$ cat config.mk
export PLATFORM = sky130hd
export DESIGN_NAME = vga_text_gen
export DESIGN_NICKNAME = d
export VERILOG_FILES = /design/src/rtl/vtg_pkg.sv /design/src/rtl/vtg_timing.sv /design/src/rtl/vtg_fetch.sv /design/src/rtl/vtg_shift.sv /design/src/rtl/vga_text_gen.sv
export SDC_FILE = /design/constraint.sdc
export NUM_CORES = 1
export LEC_CHECK = 0
export ABC_AREA = 1
export BUFFER_PORTS_ARGS = -buffer_cell sky130_fd_sc_hd__buf_2
export CORE_UTILIZATION = 55
export CTS_BUF_LIST = sky130_fd_sc_hd__clkbuf_16
export CTS_CLUSTER_DIAMETER = 80
export CTS_CLUSTER_SIZE = 24
export DETAILED_ROUTE_END_ITERATION = 8
export PLACE_DENSITY = 0.75
export SYNTH_ARGS = -nofsm -noshare
export SYNTH_HDL_FRONTEND = slang
export SYNTH_HIERARCHICAL = 1
export SYNTH_SLANG_ARGS = --single-unit
$ cat constraint.sdc
create_clock -name clk -period 5.9 [get_ports clk]
set_clock_uncertainty 0.05 [all_clocks]
set_input_delay 0.295 -clock clk [delete_from_list [all_inputs] [get_ports clk]]
set_output_delay 0.295 -clock clk [all_outputs]
set_load 0.01 [all_outputs]
$ cat src/rtl/vtg_pkg.sv
`timescale 1ns/1ps
package vtg_pkg;
  typedef enum logic [1:0] {
    PH_IDLE  = 2'd0,
    PH_CODE  = 2'd1,
    PH_GLYPH = 2'd2,
    PH_LOAD  = 2'd3
  } fetch_phase_e;
endpackage

$ cat src/rtl/vtg_timing.sv
`timescale 1ns/1ps
module vtg_timing #(
  parameter int H_VIS  = 640,
  parameter int H_FP   = 16,
  parameter int H_SYNC = 96,
  parameter int H_BP   = 48,
  parameter int V_VIS  = 480,
  parameter int V_FP   = 10,
  parameter int V_SYNC = 2,
  parameter int V_BP   = 33,
  parameter int CELL_W = 10,
  parameter int CELL_H = 10,
  parameter int HW = 10,
  parameter int VW = 10,
  parameter int SW = 4,
  parameter int CW = 7,
  parameter int LW = 4,
  parameter int RW = 6
) (
  input  logic          clk,
  input  logic          rst,
  output logic [HW-1:0] hcnt,
  output logic [VW-1:0] vcnt,
  output logic [SW-1:0] sub,
  output logic [CW-1:0] col,
  output logic [LW-1:0] lin,
  output logic [RW-1:0] row,
  output logic          active,
  output logic          hsync_n,
  output logic          vsync_n
);
  localparam int H_TOTAL = H_VIS + H_FP + H_SYNC + H_BP;
  localparam int V_TOTAL = V_VIS + V_FP + V_SYNC + V_BP;
  localparam int HS_BEG  = H_VIS + H_FP;
  localparam int HS_END  = HS_BEG + H_SYNC;
  localparam int VS_BEG  = V_VIS + V_FP;
  localparam int VS_END  = VS_BEG + V_SYNC;

  logic line_end, frame_end;
  assign line_end  = (hcnt == HW'(H_TOTAL - 1));
  assign frame_end = (vcnt == VW'(V_TOTAL - 1));
  assign active    = (hcnt < HW'(H_VIS)) && (vcnt < VW'(V_VIS));

  always_ff @(posedge clk) begin
    if (rst) begin
      hcnt <= '0; vcnt <= '0; sub <= '0; col <= '0; lin <= '0; row <= '0;
      hsync_n <= 1'b1; vsync_n <= 1'b1;
    end else begin
      hsync_n <= !((hcnt >= HW'(HS_BEG)) && (hcnt < HW'(HS_END)));
      vsync_n <= !((vcnt >= VW'(VS_BEG)) && (vcnt < VW'(VS_END)));
      if (line_end) begin
        hcnt <= '0; sub <= '0; col <= '0;
        if (frame_end) begin
          vcnt <= '0; lin <= '0; row <= '0;
        end else begin
          vcnt <= vcnt + 1'b1;
          if (lin == LW'(CELL_H - 1)) begin
            lin <= '0; row <= row + 1'b1;
          end else begin
            lin <= lin + 1'b1;
          end
        end
      end else begin
        hcnt <= hcnt + 1'b1;
        if (sub == SW'(CELL_W - 1)) begin
          sub <= '0; col <= col + 1'b1;
        end else begin
          sub <= sub + 1'b1;
        end
      end
    end
  end

  // reset returns the raster to the top-left pixel
  a_r1_reset_origin: assert property (@(posedge clk)
    rst |=> (hcnt == '0) && (vcnt == '0));
  // line length
  a_r2_line_wrap: assert property (@(posedge clk) disable iff (rst)
    line_end |=> (hcnt == '0) && (sub == '0));
  // one line step per wrap, until the frame ends
  a_r3_line_step: assert property (@(posedge clk) disable iff (rst)
    (line_end && !frame_end) |=> (vcnt == $past(vcnt) + 1'b1));
endmodule

$ cat src/rtl/vtg_fetch.sv
`timescale 1ns/1ps
module vtg_fetch import vtg_pkg::*; #(
  parameter int COLS      = 64,
  parameter int ROWS      = 48,
  parameter int CELL_W    = 10,
  parameter int CELL_H    = 10,
  parameter int FONT_ROWS = 8,
  parameter int CODES     = 128,
  parameter int V_TOTAL   = 525,
  parameter int HCELLS    = 80,
  parameter int AW        = 12,
  parameter int FONT_BASE = 'hC00,
  parameter int VW = 10,
  parameter int SW = 4,
  parameter int CW = 7,
  parameter int LW = 4,
  parameter int RW = 6
) (
  input  logic [SW-1:0] sub,
  input  logic [CW-1:0] col,
  input  logic [LW-1:0] lin,
  input  logic [RW-1:0] row,
  input  logic [VW-1:0] vcnt,
  input  logic [7:0]    rdata,
  output logic [AW-1:0] addr,
  output logic          load,
  output logic [7:0]    load_data
);
  localparam int GLB       = $clog2(FONT_ROWS);
  localparam int CODE_BITS = $clog2(CODES);

  fetch_phase_e    phase;
  logic            last_col, fvalid;
  logic [RW-1:0]   nrow, frow;
  logic [LW-1:0]   nlin, flin;
  logic [CW-1:0]   fcol;

  always_comb begin
    if (sub == SW'(CELL_W - 3))      phase = PH_CODE;
    else if (sub == SW'(CELL_W - 2)) phase = PH_GLYPH;
    else if (sub == SW'(CELL_W - 1)) phase = PH_LOAD;
    else                             phase = PH_IDLE;
  end

  // position of the line that follows the current one
  always_comb begin
    if (vcnt == VW'(V_TOTAL - 1)) begin
      nrow = '0; nlin = '0;
    end else if (lin == LW'(CELL_H - 1)) begin
      nrow = row + 1'b1; nlin = '0;
    end else begin
      nrow = row; nlin = lin + 1'b1;
    end
  end

  assign last_col = (col == CW'(HCELLS - 1));
  assign frow     = last_col ? nrow : row;
  assign flin     = last_col ? nlin : lin;
  assign fcol     = last_col ? '0 : col + 1'b1;
  assign fvalid   = (fcol < CW'(COLS)) && (frow < RW'(ROWS)) && (flin < LW'(FONT_ROWS));

  always_comb begin
    addr = '0;
    unique case (phase)
      PH_CODE:  if (fvalid) addr = AW'(frow) * AW'(COLS) + AW'(fcol);
      PH_GLYPH: if (fvalid) addr = AW'(FONT_BASE) + (AW'(rdata[CODE_BITS-1:0]) << GLB) + AW'(flin);
      default:  addr = '0;
    endcase
  end

  assign load      = (phase == PH_LOAD);
  assign load_data = fvalid ? rdata : 8'h00;
endmodule

$ cat src/rtl/vtg_shift.sv
`timescale 1ns/1ps
module vtg_shift #(
  parameter int W = 8
) (
  input  logic         clk,
  input  logic         rst,
  input  logic         load,
  input  logic [W-1:0] load_data,
  input  logic         active,
  output logic         pix
);
  logic [W-1:0] shreg;

  always_ff @(posedge clk) begin
    if (rst) begin
      shreg <= '0;
      pix   <= 1'b0;
    end else begin
      pix   <= shreg[W-1] && active;
      shreg <= load ? load_data : {shreg[W-2:0], 1'b0};
    end
  end
endmodule

$ cat src/rtl/vga_text_gen.sv
`timescale 1ns/1ps
module vga_text_gen #(
  parameter int COLS      = 64,
  parameter int ROWS      = 48,
  parameter int CELL_W    = 10,
  parameter int CELL_H    = 10,
  parameter int FONT_ROWS = 8,
  parameter int CODES     = 128,
  parameter int AW        = 12,
  parameter int FONT_BASE = 'hC00,
  parameter int H_FP      = 16,
  parameter int H_SYNC    = 96,
  parameter int H_BP      = 48,
  parameter int V_FP      = 10,
  parameter int V_SYNC    = 2,
  parameter int V_BP      = 33
) (
  input  logic          clk,
  input  logic          rst,
  output logic [AW-1:0] vram_addr,
  input  logic [7:0]    vram_rdata,
  output logic          hsync_n,
  output logic          vsync_n,
  output logic          red,
  output logic          green,
  output logic          blue
);
  localparam int H_VIS   = COLS * CELL_W;
  localparam int V_VIS   = ROWS * CELL_H;
  localparam int H_TOTAL = H_VIS + H_FP + H_SYNC + H_BP;
  localparam int V_TOTAL = V_VIS + V_FP + V_SYNC + V_BP;
  localparam int HCELLS  = H_TOTAL / CELL_W;
  localparam int HW = $clog2(H_TOTAL);
  localparam int VW = $clog2(V_TOTAL);
  localparam int SW = $clog2(CELL_W);
  localparam int CW = $clog2(HCELLS);
  localparam int LW = $clog2(CELL_H);
  localparam int RW = $clog2(V_TOTAL / CELL_H + 1);

  logic [HW-1:0] hcnt;
  logic [VW-1:0] vcnt;
  logic [SW-1:0] sub;
  logic [CW-1:0] col;
  logic [LW-1:0] lin;
  logic [RW-1:0] row;
  logic          active, load, pix;
  logic [7:0]    load_data;

  vtg_timing #(
    .H_VIS(H_VIS), .H_FP(H_FP), .H_SYNC(H_SYNC), .H_BP(H_BP),
    .V_VIS(V_VIS), .V_FP(V_FP), .V_SYNC(V_SYNC), .V_BP(V_BP),
    .CELL_W(CELL_W), .CELL_H(CELL_H),
    .HW(HW), .VW(VW), .SW(SW), .CW(CW), .LW(LW), .RW(RW)
  ) u_timing (
    .clk(clk), .rst(rst), .hcnt(hcnt), .vcnt(vcnt), .sub(sub), .col(col),
    .lin(lin), .row(row), .active(active), .hsync_n(hsync_n), .vsync_n(vsync_n)
  );

  vtg_fetch #(
    .COLS(COLS), .ROWS(ROWS), .CELL_W(CELL_W), .CELL_H(CELL_H),
    .FONT_ROWS(FONT_ROWS), .CODES(CODES), .V_TOTAL(V_TOTAL), .HCELLS(HCELLS),
    .AW(AW), .FONT_BASE(FONT_BASE),
    .VW(VW), .SW(SW), .CW(CW), .LW(LW), .RW(RW)
  ) u_fetch (
    .sub(sub), .col(col), .lin(lin), .row(row), .vcnt(vcnt),
    .rdata(vram_rdata), .addr(vram_addr), .load(load), .load_data(load_data)
  );

  vtg_shift #(.W(8)) u_shift (
    .clk(clk), .rst(rst), .load(load), .load_data(load_data),
    .active(active), .pix(pix)
  );

  assign red   = pix;
  assign green = pix;
  assign blue  = pix;

  // outputs idle during and right after reset
  a_r1_reset_outputs: assert property (@(posedge clk)
    rst |=> !pix && hsync_n && vsync_n);
  // nothing lit outside the active region
  a_r8_blank_dark: assert property (@(posedge clk) disable iff (rst)
    !((hcnt < HW'(H_VIS)) && (vcnt < VW'(V_VIS))) |=> !pix);
  // inter-character gap columns and lines stay dark
  a_r7_gap_dark: assert property (@(posedge clk) disable iff (rst)
    ((sub >= SW'(FONT_ROWS)) || (lin >= LW'(FONT_ROWS))) |=> !pix);
  // the shifter loads right before a cell's first pixel
  a_r6_load_align: assert property (@(posedge clk) disable iff (rst)
    load |=> (sub == '0));
  // sync low only after raster pixels inside the sync window
  a_r2_hsync_window: assert property (@(posedge clk) disable iff (rst)
    !hsync_n |-> ($past(hcnt) >= HW'(H_VIS + H_FP)) && ($past(hcnt) < HW'(H_VIS + H_FP + H_SYNC)));
endmodule

==> impl_metrics.json <==
{
  "die_h_um": 84.6,
  "period_share_pct": 58.4,
  "worstPathArrival_ps": 3100,
  "wl_mm": 7.90,
  "synthTopCellsByArea": "dfxtp_1 28%, nand2_1 14%, inv_1 10%",
  "period_minus_slack_ps": 3450,
  "nNetsFinal": 641,
  "leakage_nw": 1.95,
  "die_x_um": 84.6,
  "fin_ws_ps": 2450,
  "wl_per_cell_um": 11.4,
  "ys.flop_type": "dfxtp_1",
  "fmax_mhz": 290,
  "hpwl_mm": 6.10,
  "rsz0062_at_grt": "no",
  "setup_viol": 0,
  "drt.antenna.violating_nets": 0,
  "die_area_um2": 7160,
  "synth.ff_latch_count": 52,
  "yosysTopAreaCell": "dfxtp_1",
  "cpPeakStageDelay_ps": 550,
  "reg2reg_slack_ps": 3420,
  "netlist_area_um2": 3750,
  "cts-root-buf": "clkbuf_16",
  "hold_viol": 0,
  "synth_top_cell_area_share_pct": 27.7,
  "gp_congestion": 0.849,
  "path_clk_slew_ps": 70,
  "syn-num-nets": 616,
  "hold_path_class": "primary input to register",
  "firstDrtPassIters": 4,
  "track_usage_pct": 23.7,
  "end_kind": "output pin",
  "syn2layout_area_growth_pct": 8.37,
  "async_reset_ff_share_pct": 0,
  "crit_required_ps": 5560,
  "antenna_found_initial": 0,
  "avgSynthCellArea_um2": 6.38,
  "crit_fanout": 11,
  "ioPinCount": 27,
  "r2r_cells": 13,
  "cts_sinks": 52,
  "synth_warnings": 6,
  "drv_slew": 0,
  "crit_chain": "ha_1 > nand2_1 > nor2_1 > nand2_2 > nand2_1 > inv_2 > nand2_1 > inv_1 > ha_1 > ha_1 > nand2_1 > nor3_1 > a31oi_1 > nand3_1 > o21ai_1 > buf_2",
  "core_um2": 6460,
  "core.rowCount": 29,
  "syn-instance-count": 588,
  "cts_tree": "built",
  "hold_buffers": 0,
  "io_buffers": 26,
  "antenna_cells": 0,
  "cts_max_path_buffers": 2,
  "cp_common_cell": "nand2_1",
  "ys_types": 38,
  "numCtsBuffers": 5,
  "via_per_inst": 5.09,
  "postCtsSetupRepairBufs": 0,
  "grt_pass1_vias": 3278,
  "finalSetupTns_ps": 0,
  "clk_latency_ps": 280,
  "drc_errors": 0,
  "slew_headroom_pct": 46.1,
  "drive_gt1_share_pct": 12.1,
  "slowest_stage": "nor2_1",
  "cts_resized": 0,
  "drv_cap": 0,
  "start_kind": "register",
  "synth_edf_count": 0,
  "start_util_pct": 58.1,
  "holdPathStages": 2,
  "crit_type": "register to output pin",
  "seq_area_frac_synth_pct": 27.7,
  "preCtsSetupSlack_ps": 2790,
  "irDropWorstVdd_v": 0.000154,
  "status": "completed",
  "worst_slew_pin_slew_ps": 805,
  "grt_max_degree": 22,
  "grt_overflow": 0,
  "cts_htree_levels": 2,
  "grt_pass1_wl_mm": 14.1,
  "drtIter0Drc": 203,
  "num_vias": 3518,
  "pwr_density_cell_nw_per_um2": 176
}
power breakdown:
group	switching, mW	internal [mW]
clock network	0.126	0.200
logic	0.0211	0.0113
registers	0.00377	0.354
final cells by class:
class | instances | area [um2]
Clock buffer | 5 | 125
Tap cell | 77 | 96.3
Multi-Input combinational cell | 425 | 2240
Inverter | 103 | 387
Fill cell | 606 | 2390
Clock inverter | 3 | 42.5
Sequential cell | 52 | 1040
Timing Repair Buffer | 26 | 130
final timing paths:
check | from | end
worst max register to register | u_timing/lin[0] | u_shift/shreg[7]
worst min-delay path | rst | u_timing/vcnt[8]
worst max-delay path | u_timing/lin[0] | vram_addr[9]
worst min register to register | u_shift/shreg[7] | u_shift/pix
sequential cells by signal, summed over array words and instances, names as in the netlist:
register,flops
u_timing/sub,4
u_shift/shreg,8
u_timing/vcnt,10
u_timing/vsync_n,1
u_timing/row,6
u_shift/pix,1
u_timing/hsync_n,1
u_timing/col,7
u_timing/hcnt,10
u_timing/lin,4
per-layer routing:
metal,track usage (%),wire length (um),up-vias
met5,0,0,-
met4,6.63,49,0
met3,2.65,219,4
met2,41.6,3750,44
met1,30.9,3880,1576
li1,-,-,1894
cells in the final DEF (no fill, tap or decap), types with 2 or more instances in the layout:
master,Yosys,final
nand2_2,8,8
nor3_1,10,10
a31oi_1,2,2
nor2_2,10,10
nand3_2,8,8
nor3b_1,2,2
o21ai_1,4,4
nor2_4,5,5
o211ai_1,3,3
clkbuf_16,0,5
o22ai_1,2,2
ha_1,18,18
buf_2,1,26
nand3b_1,6,6
o21ai_0,11,11
a21oi_1,17,17
nand3_1,45,45
inv_2,3,3
dfxtp_1,52,52
o21bai_1,2,2
nand2_1,136,136
nand4_1,14,14
nor2_1,96,96
inv_1,100,101
nand2_4,3,3
xnor2_1,5,5
xor2_1,9,9
stage by stage:
stage	std cells	cell area, um2	power [mW]	utilization [%]	hold slack, ps
global route	691	4070	0.741	63.0	288
CTS	691	4070	0.725	63.0	272
finish	691	4070	0.717	63.0	276
floorplan	588	3750	0.389	-	314
global placement	683	3900	0.397	60.4	382
detailed placement	683	3900	0.399	60.4	386
cell families (layout without fill, tap and decap cells):
kind of cell | count (synthesis) | after routing | share of synthesized area, %
adders and majority gates | 18 | 18 | 6.00
AOI/OAI and AO/OA | 45 | 45 | 7.04
xor gates and xnor gates | 14 | 14 | 3.27
and+or+nand+nor | 348 | 348 | 43.5
DFF | 52 | 52 | 27.7
buffers and inverters | 111 | 137 | 12.4
Yosys cell counts (2+ instances only):
library cell  instances
inv_1               100
nor2_4                5
nor2_2               10
dfxtp_1              52
nand4_1              14
o21ai_1               4
nor3b_1               2
buf_4                 2
nor2_1               96
o21bai_1              2
nand2_1             136
nand3_1              45
nor3_1               10
nand2_2               8
a21oi_1              17
buf_6                 4
nand3_2               8
xor2_1                9
o22ai_1               2
o211ai_1              3
nand3b_1              6
nand2_4               3
o21ai_0              11
ha_1                 18
inv_2                 3
a31oi_1               2
xnor2_1               5
worst max-delay path: cells and delay by family (launching register included):
| family | cells | cell delay (ps) |
|---|---|---|
| DFF | 1 | 480 |
| adders and majority gates | 3 | 570 |
| AOI/OAI and AO/OA | 2 | 300 |
| and+or+nand+nor | 8 | 1230 |
| buffers and inverters | 3 | 240 |
Note: power is estimated with default switching activity, not from simulation.
